File: src/rtl/rtc_cal_pkg.sv
package rtc_cal_pkg;
  localparam int BYTE_W   = 8;
  localparam int ADDR_W   = 4;
  localparam int ADR_CTRL = 0;
  localparam int ADR_SEC  = 3;
  localparam int ADR_MIN  = 4;
  localparam int ADR_HR   = 5;
  localparam int ADR_DATE = 6;
  localparam int ADR_WDAY = 7;
  localparam int ADR_MON  = 8;
  localparam int ADR_YEAR = 9;

  // two-digit BCD increment (no wrap handling)
  function automatic logic [7:0] bcd_inc(input logic [7:0] v);
    if (v[3:0] >= 4'd9) return {v[7:4] + 4'd1, 4'd0};
    else                return {v[7:4], v[3:0] + 4'd1};
  endfunction

  function automatic logic [6:0] bcd_to_bin(input logic [7:0] v);
    return ({3'b000, v[7:4]} * 7'd10) + {3'b000, v[3:0]};
  endfunction

  // BCD number of the final day of a month
  function automatic logic [7:0] month_last_day(input logic [7:0] mon,
                                                input logic [7:0] yr);
    logic [6:0] yb;
    yb = bcd_to_bin(yr);
    case (mon)
      8'h02:                      return (yb[1:0] == 2'b00) ? 8'h29 : 8'h28;
      8'h04, 8'h06, 8'h09, 8'h11: return 8'h30;
      default:                    return 8'h31;
    endcase
  endfunction
endpackage

File: src/rtl/rtc_bcd_wrap.sv
module rtc_bcd_wrap #(
  parameter int             W     = 8,
  parameter logic [W-1:0]   FIRST = '0,
  parameter logic [W-1:0]   LAST  = '1
) (
  input  logic         clk,
  input  logic         rst_n,
  input  logic         clr,
  input  logic         wr,
  input  logic [W-1:0] wdata,
  input  logic         adv,
  output logic [W-1:0] val,
  output logic         carry
);
  import rtc_cal_pkg::*;

  logic at_end;
  assign at_end = (val >= LAST);
  assign carry  = adv & at_end;

  always_ff @(posedge clk or negedge rst_n) begin
    if (!rst_n)   val <= FIRST;
    else if (clr) val <= FIRST;
    else if (wr)  val <= wdata;
    else if (adv) val <= at_end ? FIRST : W'(bcd_inc(8'(val)));
  end

  // a counter at its last value returns to its first value on advance
  assert_wrap_R3: assert property (@(posedge clk) disable iff (!rst_n)
    (adv && !wr && !clr && val == LAST) |=> (val == FIRST));
endmodule

File: src/rtl/rtc_hour_unit.sv
module rtc_hour_unit (
  input  logic       clk,
  input  logic       rst_n,
  input  logic       clr,
  input  logic       wr,
  input  logic [5:0] wdata,
  input  logic       adv,
  input  logic       mode12,
  output logic [5:0] hr,
  output logic       day_carry
);
  import rtc_cal_pkg::*;

  logic [5:0] nxt;
  logic       last_hour;

  always_comb begin
    if (mode12) begin
      if (hr[4:0] == 5'h12)      nxt = {hr[5], 5'h01};
      else if (hr[4:0] == 5'h11) nxt = {~hr[5], 5'h12};
      else                       nxt = {hr[5], 5'(bcd_inc(8'(hr[4:0])))};
    end else begin
      nxt = (hr >= 6'h23) ? 6'h00 : 6'(bcd_inc(8'(hr)));
    end
  end

  assign last_hour = mode12 ? (hr[5] && hr[4:0] == 5'h11) : (hr >= 6'h23);
  assign day_carry = adv & last_hour;

  always_ff @(posedge clk or negedge rst_n) begin
    if (!rst_n)   hr <= 6'h00;
    else if (clr) hr <= 6'h00;
    else if (wr)  hr <= wdata;
    else if (adv) hr <= nxt;
  end

  // the 11 -> 12 step in 12-hour coding flips the PM bit
  assert_pm_flip_R5: assert property (@(posedge clk) disable iff (!rst_n)
    (mode12 && adv && !wr && !clr && hr[4:0] == 5'h11) |=> (hr[5] != $past(hr[5])));
  // 23 in 24-hour coding returns to 00
  assert_day_wrap_R4: assert property (@(posedge clk) disable iff (!rst_n)
    (!mode12 && adv && !wr && !clr && hr == 6'h23) |=> (hr == 6'h00));
endmodule

File: src/rtl/rtc_date_unit.sv
module rtc_date_unit (
  input  logic       clk,
  input  logic       rst_n,
  input  logic       clr,
  input  logic       wr_date,
  input  logic       wr_mon,
  input  logic       wr_year,
  input  logic [7:0] wdata,
  input  logic       adv_day,
  output logic [5:0] date,
  output logic [4:0] month,
  output logic [7:0] year
);
  import rtc_cal_pkg::*;

  logic [7:0] last_day;
  logic       roll;
  logic       mon_adv;
  logic       year_adv;
  logic       year_carry_unused;

  assign last_day = month_last_day(8'(month), year);
  assign roll     = (8'(date) >= last_day);
  assign mon_adv  = adv_day & roll;

  always_ff @(posedge clk or negedge rst_n) begin
    if (!rst_n)       date <= 6'h01;
    else if (clr)     date <= 6'h01;
    else if (wr_date) date <= wdata[5:0];
    else if (adv_day) date <= roll ? 6'h01 : 6'(bcd_inc(8'(date)));
  end

  rtc_bcd_wrap #(.W(5), .FIRST(5'h01), .LAST(5'h12)) u_month (
    .clk(clk), .rst_n(rst_n), .clr(clr), .wr(wr_mon), .wdata(wdata[4:0]),
    .adv(mon_adv), .val(month), .carry(year_adv));

  rtc_bcd_wrap #(.W(8), .FIRST(8'h00), .LAST(8'h99)) u_year (
    .clk(clk), .rst_n(rst_n), .clr(clr), .wr(wr_year), .wdata(wdata),
    .adv(year_adv), .val(year), .carry(year_carry_unused));

  // a day carry on the month's final day gives date 01
  assert_date_roll_R6: assert property (@(posedge clk) disable iff (!rst_n)
    (adv_day && !wr_date && !clr && 8'(date) == last_day) |=> (date == 6'h01));
endmodule

File: src/rtl/rtc_calendar_core.sv
module rtc_calendar_core #(
  parameter int ADDR_W = rtc_cal_pkg::ADDR_W
) (
  input  logic              clk,
  input  logic              rst_n,
  input  logic              tick_1hz,
  input  logic              osc_fail,
  input  logic              reg_we,
  input  logic [ADDR_W-1:0] reg_addr,
  input  logic [7:0]        reg_wdata,
  output logic [7:0]        reg_rdata
);
  import rtc_cal_pkg::*;

  localparam logic [ADDR_W-1:0] A_CTRL = ADDR_W'(ADR_CTRL);
  localparam logic [ADDR_W-1:0] A_SEC  = ADDR_W'(ADR_SEC);
  localparam logic [ADDR_W-1:0] A_MIN  = ADDR_W'(ADR_MIN);
  localparam logic [ADDR_W-1:0] A_HR   = ADDR_W'(ADR_HR);
  localparam logic [ADDR_W-1:0] A_DATE = ADDR_W'(ADR_DATE);
  localparam logic [ADDR_W-1:0] A_WDAY = ADDR_W'(ADR_WDAY);
  localparam logic [ADDR_W-1:0] A_MON  = ADDR_W'(ADR_MON);
  localparam logic [ADDR_W-1:0] A_YEAR = ADDR_W'(ADR_YEAR);

  logic       mode12_q, stop_q, flag_q;
  logic       wr_ctrl, soft_rst, wr_time;
  logic       wr_sec, wr_min, wr_hr, wr_date, wr_wday, wr_mon, wr_year;
  logic       adv_sec, c_sec, c_min, c_day, c_wday_unused;
  logic [6:0] sec_q, min_q;
  logic [5:0] hr_q, date_q;
  logic [2:0] wday_q;
  logic [4:0] mon_q;
  logic [7:0] year_q;

  assign wr_ctrl  = reg_we && reg_addr == A_CTRL;
  assign wr_sec   = reg_we && reg_addr == A_SEC;
  assign wr_min   = reg_we && reg_addr == A_MIN;
  assign wr_hr    = reg_we && reg_addr == A_HR;
  assign wr_date  = reg_we && reg_addr == A_DATE;
  assign wr_wday  = reg_we && reg_addr == A_WDAY;
  assign wr_mon   = reg_we && reg_addr == A_MON;
  assign wr_year  = reg_we && reg_addr == A_YEAR;
  assign wr_time  = wr_sec | wr_min | wr_hr | wr_date | wr_wday | wr_mon | wr_year;
  assign soft_rst = wr_ctrl && reg_wdata[4];
  // a host write to time, a stop or a reset drops the tick
  assign adv_sec  = tick_1hz && !stop_q && !wr_time && !soft_rst;

  always_ff @(posedge clk or negedge rst_n) begin
    if (!rst_n) begin
      mode12_q <= 1'b0;
      stop_q   <= 1'b0;
    end else if (soft_rst) begin
      mode12_q <= 1'b0;
      stop_q   <= 1'b0;
    end else if (wr_ctrl) begin
      mode12_q <= reg_wdata[3];
      stop_q   <= reg_wdata[5];
    end
  end

  always_ff @(posedge clk or negedge rst_n) begin
    if (!rst_n)       flag_q <= 1'b1;
    else if (osc_fail) flag_q <= 1'b1;
    else if (wr_sec)  flag_q <= reg_wdata[7];
  end

  rtc_bcd_wrap #(.W(7), .FIRST(7'h00), .LAST(7'h59)) u_sec (
    .clk(clk), .rst_n(rst_n), .clr(soft_rst), .wr(wr_sec), .wdata(reg_wdata[6:0]),
    .adv(adv_sec), .val(sec_q), .carry(c_sec));

  rtc_bcd_wrap #(.W(7), .FIRST(7'h00), .LAST(7'h59)) u_min (
    .clk(clk), .rst_n(rst_n), .clr(soft_rst), .wr(wr_min), .wdata(reg_wdata[6:0]),
    .adv(c_sec), .val(min_q), .carry(c_min));

  rtc_hour_unit u_hour (
    .clk(clk), .rst_n(rst_n), .clr(soft_rst), .wr(wr_hr), .wdata(reg_wdata[5:0]),
    .adv(c_min), .mode12(mode12_q), .hr(hr_q), .day_carry(c_day));

  rtc_bcd_wrap #(.W(3), .FIRST(3'd0), .LAST(3'd6)) u_wday (
    .clk(clk), .rst_n(rst_n), .clr(soft_rst), .wr(wr_wday), .wdata(reg_wdata[2:0]),
    .adv(c_day), .val(wday_q), .carry(c_wday_unused));

  rtc_date_unit u_date (
    .clk(clk), .rst_n(rst_n), .clr(soft_rst), .wr_date(wr_date), .wr_mon(wr_mon),
    .wr_year(wr_year), .wdata(reg_wdata), .adv_day(c_day),
    .date(date_q), .month(mon_q), .year(year_q));

  always_comb begin
    case (reg_addr)
      A_CTRL:  reg_rdata = {2'b00, stop_q, 1'b0, mode12_q, 3'b000};
      A_SEC:   reg_rdata = {flag_q, sec_q};
      A_MIN:   reg_rdata = {1'b0, min_q};
      A_HR:    reg_rdata = {2'b00, hr_q};
      A_DATE:  reg_rdata = {2'b00, date_q};
      A_WDAY:  reg_rdata = {5'b00000, wday_q};
      A_MON:   reg_rdata = {3'b000, mon_q};
      A_YEAR:  reg_rdata = year_q;
      default: reg_rdata = 8'h00;
    endcase
  end

  // stopped and untouched by the host, no field moves
  assert_stop_hold_R8: assert property (@(posedge clk) disable iff (!rst_n)
    (stop_q && !reg_we) |=> $stable({sec_q, min_q, hr_q, date_q, wday_q, mon_q, year_q}));
  // the flag survives anything but a seconds write
  assert_flag_sticky_R9: assert property (@(posedge clk) disable iff (!rst_n)
    (flag_q && !wr_sec) |=> flag_q);
  // a colliding minutes write leaves seconds alone
  assert_write_wins_R10: assert property (@(posedge clk) disable iff (!rst_n)
    (wr_min && tick_1hz) |=> (sec_q == $past(sec_q)));
  // bit 4 of control never reads back
  assert_no_reset_bit_R11: assert property (@(posedge clk) disable iff (!rst_n)
    (reg_addr == A_CTRL) |-> !reg_rdata[4]);
endmodule

File: config.mk
export PLATFORM = sky130hd
export DESIGN_NAME = rtc_calendar_core
export DESIGN_NICKNAME = d
export VERILOG_FILES = /design/src/rtl/rtc_cal_pkg.sv /design/src/rtl/rtc_bcd_wrap.sv /design/src/rtl/rtc_hour_unit.sv /design/src/rtl/rtc_date_unit.sv /design/src/rtl/rtc_calendar_core.sv
export SDC_FILE = /design/constraint.sdc
export NUM_CORES = 1
export LEC_CHECK = 0
export CAP_MARGIN = 20
export CORE_MARGIN = 2
export CORE_UTILIZATION = 30
export DETAILED_ROUTE_END_ITERATION = 8
export SYNTH_ARGS = -nofsm -noshare
export SYNTH_HDL_FRONTEND = slang
export SYNTH_SLANG_ARGS = --single-unit
File: constraint.sdc
create_clock -name clk -period 2.9 [get_ports clk]
set_input_delay 0.58 -clock clk [delete_from_list [all_inputs] [get_ports clk]]
set_output_delay 0.58 -clock clk [all_outputs]
set_load 0.03 [all_outputs]
# Yosys cells after proc, flatten, opt, wreduce, memory -nomap -nowiden
# Cells that the tools add are included.
word_totals:
  register_bits: 45
  output_inout_bits: 8
  input_bits: 17
  elab_cells: 166
op_classes:
  bitwise: 12
  n_reduce_logical: 41
  n_mul: 1
  add_sub_neg: 15
  eq_ne: 17
  magnitude_cmp: 14
  muxes: 49
ops:
  columns: ["operator", "n"]
  rows:
  - ["6-bit 2-to-1 mux", 13]
  - ["7-bit 2-to-1 mux", 10]
  - ["8-bit case mux with 8 select lines", 1]
  - ["8-bit 2-to-1 mux", 5]
  - ["5-bit 2-to-1 mux", 6]
  - ["4-bit by 1-bit adder with 4-bit output (second input constant)", 7]
  - ["4-bit greater-or-equal comparator (second input constant)", 6]
  - ["3-bit nonzero test", 7]
  - ["4-bit nonzero test", 5]
  - ["4-bit by 3-bit == test with 1-bit output (second input constant)", 4]
  - ["8-bit case mux with 2 select lines", 1]
  - ["5-bit == test (second input constant)", 3]
  - ["3-bit 2-to-1 mux", 5]
  - ["7-bit greater-or-equal comparator (second input constant)", 2]
  - ["1-bit logical AND", 13]
  - ["5-bit by 3-bit == test with 1-bit output (second input constant)", 2]
  - ["2-bit AND reduction", 5]
  - ["3-bit by 1-bit adder with 3-bit output (second input constant)", 3]
  - ["4-bit == test (second input constant)", 2]
  - ["6-bit by 8-bit greater-or-equal comparator with 1-bit output", 1]
  - ["8-bit greater-or-equal comparator (second input constant)", 1]
  - ["1-bit 2-to-1 mux", 8]
  - ["6-bit greater-or-equal comparator (second input constant)", 1]
  - ["6-bit by 1-bit inequality test with 1-bit output (second input constant)", 1]
  - ["23 further kinds", 37]

# Longest topological paths before layout
# Gate-level depths: netlist of the first run.
logic_depth:
  ltp_word: 19
  mapped_depth: 12
  mapped_depth_nobuf: 12

# Cells and area by module
# From an unflattened synthesis of the first run, not the netlist that was laid out.
hier_totals:
  hier_cells: 517
  hier_area_um2: 4563.1
modules_own_cells:
  columns: ["module", "area_per_inst_um2", "seq_area_each_um2", "n_inst", "cells_each"]
  rows:
  - ["rtc_bcd_wrap (u_min ...)", 626.9, 175.2, 2, 70]
  - ["rtc_calendar_core", 773.2, 76.3, 1, 96]
  - ["rtc_bcd_wrap (u_date.u_year)", 665.6, 200.2, 1, 76]
  - ["rtc_hour_unit", 620.6, 150.1, 1, 73]
  - ["rtc_date_unit", 583.1, 151.4, 1, 62]
  - ["rtc_bcd_wrap (u_date.u_month)", 435.4, 126.4, 1, 47]
  - ["rtc_bcd_wrap (u_wday)", 231.5, 75.1, 1, 23]

# Worst setup path after synthesis of the first run
# No wires, ideal clock.
synth_path:
  kind: "flip-flop to flip-flop"
  startpoint: "register u_date.u_month.val[0]"
  endpoint: "register u_date.date[2]"
  path_slack_ps: -245
  arrival_time_ps: 3076
  required_time_ps: 2831
  setup_time_ps: 69
  path_buffers: 0
  stages_incl_launch_ff: 12
  period_less_slack_ps: 3145
  path_cell_list: "dfstp_2 > inv_1 > ha_1 > nor4b_1 > o21ai_0 > o211a_1 > ha_1 > nor4b_2 > o211ai_1 > or3_1 > or4b_1 > nand3_1"
synth_between:
  elab_chain_len: 8
  word_cells_on_any_way: 12
  classes_between: "order compare: 1; eq/ne: 5; mux: 5; reduce/logical: 1"
synth_lines:
  columns: ["element", "line", "text"]
  rows:
  - ["start: declaration", "rtc_bcd_wrap.sv:12", "output logic [W-1:0] val,"]
  - ["start signal: assignment", "rtc_bcd_wrap.sv:24", "else if (wr) val <= wdata;"]
  - ["start signal: assignment", "rtc_bcd_wrap.sv:25", "else if (adv) val <= at_end ? FIRST : W'(bcd_inc(8'(val)));"]
  - ["5-bit by 3-bit == test with 1-bit output (tied with other cells)", "rtc_cal_pkg.sv:28", "case (mon)"]
  - ["4-bit OR reduction", "rtc_cal_pkg.sv:28", null]
  - ["8-bit case mux with 2 select lines (*)", "rtc_cal_pkg.sv:28", null]
  - ["6-bit by 8-bit greater-or-equal comparator with 1-bit output (*)", "rtc_date_unit.sv:23", "assign roll = (8'(date) >= last_day);"]
  - ["6-bit 2-to-1 mux (*) (2 in a row)", "rtc_date_unit.sv:30", "else if (adv_day) date <= roll ? 6'h01 : 6'(bcd_inc(8'(date)));"]
  - ["6-bit 2-to-1 mux (*)", "rtc_date_unit.sv:29", "else if (wr_date) date <= wdata[5:0];"]
  - ["6-bit 2-to-1 mux (*)", "rtc_date_unit.sv:28", "else if (clr) date <= 6'h01;"]
  - ["end signal: assignment", "rtc_date_unit.sv:29", null]
  - ["end signal: assignment", "rtc_date_unit.sv:30", null]
  - ["end: declaration", "rtc_date_unit.sv:10", "output logic [5:0] date,"]
# Every way passes the cells marked *; elsewhere a longest branch is shown, timed or not. The select of a mux whose other input is x is not followed.
# A chain may end at the register's enable or synchronous reset.

# Worst setup path after layout of the first run
# Same ends and word-level chain as after synthesis.

==> flow_summary.ini, run 1 <==
[status]
status = completed

[placement]
hpwl_um = 10900
routabilityCongestion = 0.910
io_buffers = 24
placedInstanceArea_um2 = 5110

[clocking]
clk_latency_ns = 0.29
cts.htree.levels = 2
clockRootBuffer = clkbuf_16
ctsHoldBuffers = 0
cts_tree = built
clock_path_buffers = 2
numCtsBuffers = 5
clock-sinks = 45
clk_pin_slew_ns = 0.07

[sta]
max_freq_mhz = 352
slew_headroom = 0.613
setup_viol = 0
period_share = 0.981
skew_ns = 0.00461
hold_viol_final = 0
tightest_slew_ns = 0.580
period_minus_slack_ns = 2.84
finalMaxSlewViolations = 0
rsz0062_at_grt = true

[logic_synthesis]
synth-adder-area-share = 0.102
synth-compound-area-share = 0.277
synth_top_family_by_area = compound AO/OA/AOI/OAI gates
synth_area_um2 = 4170
ys.flop_type = dfrtp_1
synthArstFlopShare = 1.00
avgSynthCellArea_um2 = 8.20
synth_top_area_frac = 0.252
synthXorXnorAreaFrac = 0.0105
ys_seq_area_frac = 0.271
yosys.area_share.simple = 0.257
synth_edf_count = 0
ys_warn_count = 0
synth_cells = 509
synth_mux_area_frac = 0.0330
synth_cell_type_count = 82
synth_nets = 560
synth_area_leader_cell = dfrtp_1
synth_seq_cells = 45
ys_top_cells_by_area = dfrtp_1 25%, ha_1 10%, o21ai_0 5.2%, nand2_1 4.7%, nor2_1 3.9%

[layout]
nNetsFinal = 646
syn_to_final_growth_pct = 29.7
drive_above_1_share = 0.235
diodes = 0
fin_util = 0.394
fin_area_um2 = 5410
final_cell_mix = 78 x buf_4, 51 x nand2_1, 42 x dfrtp_1, 41 x nor2_1, 39 x o21ai_0
layout_commonest_cell = buf_4

[floorplan]
initial_core_util = 0.304
die_w_um = 122
dieArea_um2 = 14900
fp.dieH_um = 122
core_area_um2 = 13700
pin_count = 25
rows = 43

[critical_path]
arrival_ns = 3.07
ff2ff_setup_slack_ns = 0.06
start_kind = flop
crit_path_top_delay_cell = dfstp_2
crit_chain = inv_4 > ha_4 > nor4b_4 > o21ai_1 > o211a_1 > ha_4 > nor4b_4 > o211ai_1 > or3_1 > or4b_1 > nand3_1
critPathMaxStageDelay_ns = 0.57
crit_fanout = 6
path_class = flop to flop
crit_required_ns = 3.13
r2r_cells = 11
end_kind = flop

[hold_path]
holdCritPathClass = input pin to asynchronous set/reset pin

[grt]
grt_antenna_before_repair = 0
grt-ovfl-total = 0
grt_pass1_vias = 4270
grt_pass1_wl_um = 22700
grt_util_all_layers = 0.196
grt_max_degree = 28

[job]
max_cap_violations = 0

[routing]
drt_iter0_markers = 324
wirelength_um = 14200
firstDrtPassIters = 5
post_drt_wl_per_cell_um = 18.3
drc = 0
ant_nets = 0
vias = 4401
viasPerCell = 5.67

[power_and_ir_drop]
p_leak_nw = 2.34
power_density_nw_per_um2 = 683
ir_drop_mv = 0.307
## logic make-up (layout without fill, tap and decap cells)
| family | count (synthesis) | count (layout) |
|---|---|---|
| buffers and inverters | 50 | 137 |
| adders and majority gates | 34 | 34 |
| AOI/OAI and AO/OA | 159 | 159 |
| muxes | 13 | 13 |
| DFF | 45 | 45 |
| xor gates and xnor gates | 5 | 5 |
| and+or+nand+nor | 203 | 203 |
## through the flow
| step | cells | hold slack (ns) | total power [mW] | TNS (ns) | worst slack [ns] |
|---|---|---|---|---|---|
| 3_5_place_dp | 766 | 0.488 | 2.91 | -1.13 | -0.133 |
| 2_1_floorplan | 509 | 0.284 | 2.24 | 0 | 0.00103 |
| 5_1_grt | 776 | 0.259 | 3.99 | -0.293 | -0.0775 |
| 3_3_place_gp | 766 | 0.481 | 2.85 | -1.02 | -0.100 |
| 6_report | 776 | 0.226 | 3.70 | 0 | 0.0555 |
| 4_1_cts | 775 | 0.239 | 3.55 | 0 | 0.00247 |
## layout make-up
| cell class | count | area (µm²) |
|---|---|---|
| fillers | 1409 | 8310 |
| multi-input cells | 414 | 2960 |
| inverters | 28 | 110 |
| flip-flops and latches | 45 | 1130 |
| clock buffers | 7 | 153 |
| repair buffers | 101 | 830 |
| clock inverters | 1 | 5.00 |
| well taps | 180 | 225 |
## routing by layer
metal / up-vias / routed length [µm] / global-route usage
met5: - / 0 / 0
met4: 0 / 229 / 0.0481
met3: 17 / 795 / 0.0253
met2: 155 / 6640 / 0.318
met1: 2145 / 6520 / 0.277
li1: 2084 / - / -
## state kept, by name, indices dropped and copies added, names as in the netlist, 3 cells and up
signal / flops
u_date.u_month.val: 5
u_sec.val: 7
u_wday.val: 3
u_date.u_year.val: 8
u_min.val: 7
u_hour.hr: 6
u_date.date: 6
## cell usage after synthesis (3+ instances only)
library cell  count
nand2_1          52
nor2_1           43
o21ai_0          43
dfrtp_1          42
ha_1             34
inv_1            28
a21oi_1          25
nand3_1          22
nor3_1           16
clkbuf_1         10
mux2i_1          10
buf_2             8
o211ai_1          8
o31ai_1           8
or3_1             8
a31oi_1           7
a32oi_1           6
nand4_1           6
nor3b_1           6
a211oi_1          5
and2_1            5
nand2b_1          5
nand3b_1          5
o22ai_1           5
a222oi_1          4
and3_1            4
o21a_1            4
o221ai_1          4
xor2_1            4
a21boi_0          3
a221oi_1          3
a31o_2            3
dfstp_2           3
nor2_2            3
nor2b_1           3
o31a_1            3
or4b_1            3
## path summary, 6_finish.rpt
check,from,end
max,u_date.u_month.val[0],u_date.date[2]
min,rst_n,u_min.val[1]
max in group asynchronous,rst_n,u_date.u_month.val[0]
max reg2reg,u_date.u_month.val[0],u_date.date[2]
min in group clk,flag_q,flag_q
min reg2reg,flag_q,flag_q
## critical path: cells and delay by family (launching register included)
kind | cells | cell delay [ns]
compound gates | 3 | 0.53
fa+ha+maj | 2 | 0.37
buf+inv | 1 | 0.05
flops | 1 | 0.57
simple gates | 5 | 1.25
## where the power goes
part	internal (mW)	switching, mW
logic	0.869	0.991
clock network	0.366	0.260
registers	0.845	0.367
## what timing repair did
action	CTS	global route
cloned	1	0
setup buffers	0	1
pin swaps	1	12
gates resized for setup	10	24
endpoints found under the setup margin	8	25
No activity file was read; power rests on OpenSTA's default activity.
==> run 2, diff against run 1 <==
==> constraint.sdc (replaced) <==
create_clock -name clk -period 2.29 [get_ports clk]
set_input_delay 0.458 -clock clk [delete_from_list [all_inputs] [get_ports clk]]
set_output_delay 0.458 -clock clk [all_outputs]
set_load 0.03 [all_outputs]
==> run 2 against run 1 <==
Net effect: the flow now finishes with violations (negative setup slack); count of clock-buffer cells in the layout down 2; register-to-register slack lost 0.63 ns; via count increased by 7.0%; core utilization increased by 5.7 points; clock skew up 0.0067 ns; sequential power up 18%; non-clock buffer count grew 74; hold slack worse by 0.11 ns; highest routed layer unchanged; die area did not move; critical path depth did not move.
==> flow_summary.ini, run 2 (synthesis results as in run 1) <==
[status]
status = finished, violations left
violations = negative setup slack

[floorplan]
core_area_um2 = 13700
dieArea_um2 = 14900
initial_core_util = 0.304
pin_count = 25
die_w_um = 122
fp.dieH_um = 122
rows = 43

[layout]
fillers = 1332
nNetsFinal = 720
regMostFlops = u_date.u_year.val
layout_commonest_cell = buf_4
largest_register_ffs = 8
drive_above_1_share = 0.365
final_cell_mix = 144 x buf_4, 48 x nand2_1, 41 x nor2_1, 40 x dfrtp_1, 30 x ha_1
diodes = 0
top_regs = u_date.u_year.val x8, u_min.val x7, u_sec.val x7
syn_to_final_growth_pct = 48.6
fin_util = 0.452

[routing]
firstDrtPassIters = 7
vias = 4707
viasPerCell = 5.54
wirelength_um = 15500
wl_met1_um = 6990
post_drt_wl_per_cell_um = 18.2
drt_iter0_markers = 351
wl_met2_um = 7370
drc = 0
top_layer = met4
wl_met3_um = 667
ant_nets = 0

[grt]
grt_util_all_layers = 0.214
grt_pass1_wl_um = 24900
grt_pass1_vias = 4740
grt_antenna_before_repair = 0
grt_max_degree = 28
grt-ovfl-total = 0

[hold_path]
holdCritPathClass = input pin to asynchronous set/reset pin

[sta]
max_freq_mhz = 349
period_minus_slack_ns = 2.87
skew_ns = 0.0113
tightest_slew_ns = 0.563
finalMaxSlewViolations = 0
layout_setup_ws_ns = -0.579
hold_viol_final = 0
period_share = 1.25
slew_headroom = 0.624
rsz0062_at_grt = true
setup_viol = 20

[clocking]
ctsHoldBuffers = 0
clk_latency_ns = 0.30
numCtsBuffers = 5
clock-sinks = 45
cts_tree = built
cts.htree.levels = 2
clk_pin_slew_ns = 0.07
clock_path_buffers = 2
clockRootBuffer = clkbuf_16

[power_and_ir_drop]
switching_power_mw = 2.24
ir_drop_mv = 0.530
seqPwrFrac = 0.271
p_int_mw = 3.03
power_density_nw_per_um2 = 851
switching_share = 0.425
comb_power_share = 0.569
finalPower_mw = 5.27
p_leak_nw = 2.74
clock_power_share = 0.160

[placement]
routabilityCongestion = 0.947
io_buffers = 24
hpwl_um = 11500

[critical_path]
crit_required_ns = 2.52
end_kind = flop
ff2ff_setup_slack_ns = -0.58
timing.rr.end = u_date.date[5]
arrival_ns = 3.10
timing.rr.start = u_date.u_month.val[0]
path_class = flop to flop
start_kind = flop
crit_fanout = 5
r2r_cells = 11

[job]
max_cap_violations = 0
run 2: cell count changes in the layout (fill, tap and decap cells not counted), moves of 5 or more:
cell / before / now
o21ai_1: 4 / 13
a21oi_2: 1 / 6
buf_4: 78 / 144
o21ai_0: 39 / 28
buf_6: 4 / 12
a21oi_1: 25 / 19
run 2: worst max-delay path, cell delays in order (launching register included):
cell and delay [ns]:
dfstp_2 0.57, inv_4 0.06, ha_4 0.16, nor4b_4 0.13, o21ai_1 0.08, o211a_1 0.20
ha_4 0.22, nor4b_4 0.20, o211ai_1 0.20, or4b_1 0.62, o221ai_1 0.20, a22o_1 0.17
run 2: timing repair:
action / 4_1_cts / 5_1_grt
pin swaps: 23 / 18
buffers inserted: 11 / 13
cloned: 1 / 0
resized for setup: 53 / 40
setup endpoints to repair: 46 / 35
run 2: how the worst max path moves through the flow:
stage / to / depth (start not counted) / startpoint / slack [ns]
after floorplan: u_date.date[2] / 11 / u_date.u_month.val[0] / -0.59
final: u_date.date[5] / 11 / u_date.u_month.val[0] / -0.58
after detailed placement: u_date.date[2] / 10 / u_date.u_month.val[0] / -0.55
after global routing: u_date.date[5] / 11 / u_date.u_month.val[0] / -0.74
after global placement: u_hour.hr[3] / 7 / reg_addr[3] / -0.51
after CTS: u_date.date[2] / 11 / u_date.u_month.val[0] / -0.54
run 2: cell type report:
type                       instances  area (µm²)  area share
inverter                          28         108      0.0174
multi-input combinational        414        3120       0.503
clock inverter                     2        35.0     0.00565
tap                              180         225      0.0363
clock buffer                       5         125      0.0202
timing repair buffer             175        1460       0.235
sequential                        45        1130       0.183
run 2: power groups by stage:
stage / Clock, mW / Sequential (mW) / Combinational (mW)
floorplan: 0 / 1.37 / 1.52
global placement: 0 / 1.40 / 2.53
detailed placement: 0 / 1.41 / 2.60
CTS: 0.856 / 1.40 / 2.79
global route: 0.888 / 1.47 / 3.30
finish: 0.844 / 1.43 / 3.00
run 2: per-layer routing:
metal,GRT usage,up-vias
li1,-,2227
met1,0.286,2296
met2,0.357,152
met3,0.0243,32
met4,0.0747,0
met5,0,-
run 2: through the flow:
step | hold slack, ns | setup slack [ns] | area, µm² | setup TNS [ns] | instances
floorplan | 0.162 | -0.594 | 4210 | -4.94 | 509
global placement | 0.449 | -0.507 | 5570 | -19.66 | 821
detailed placement | 0.456 | -0.545 | 5570 | -20.59 | 821
CTS | 0.142 | -0.543 | 5990 | -7.58 | 840
global route | 0.169 | -0.738 | 6200 | -11.32 | 849
finish | 0.116 | -0.579 | 6200 | -8.74 | 849
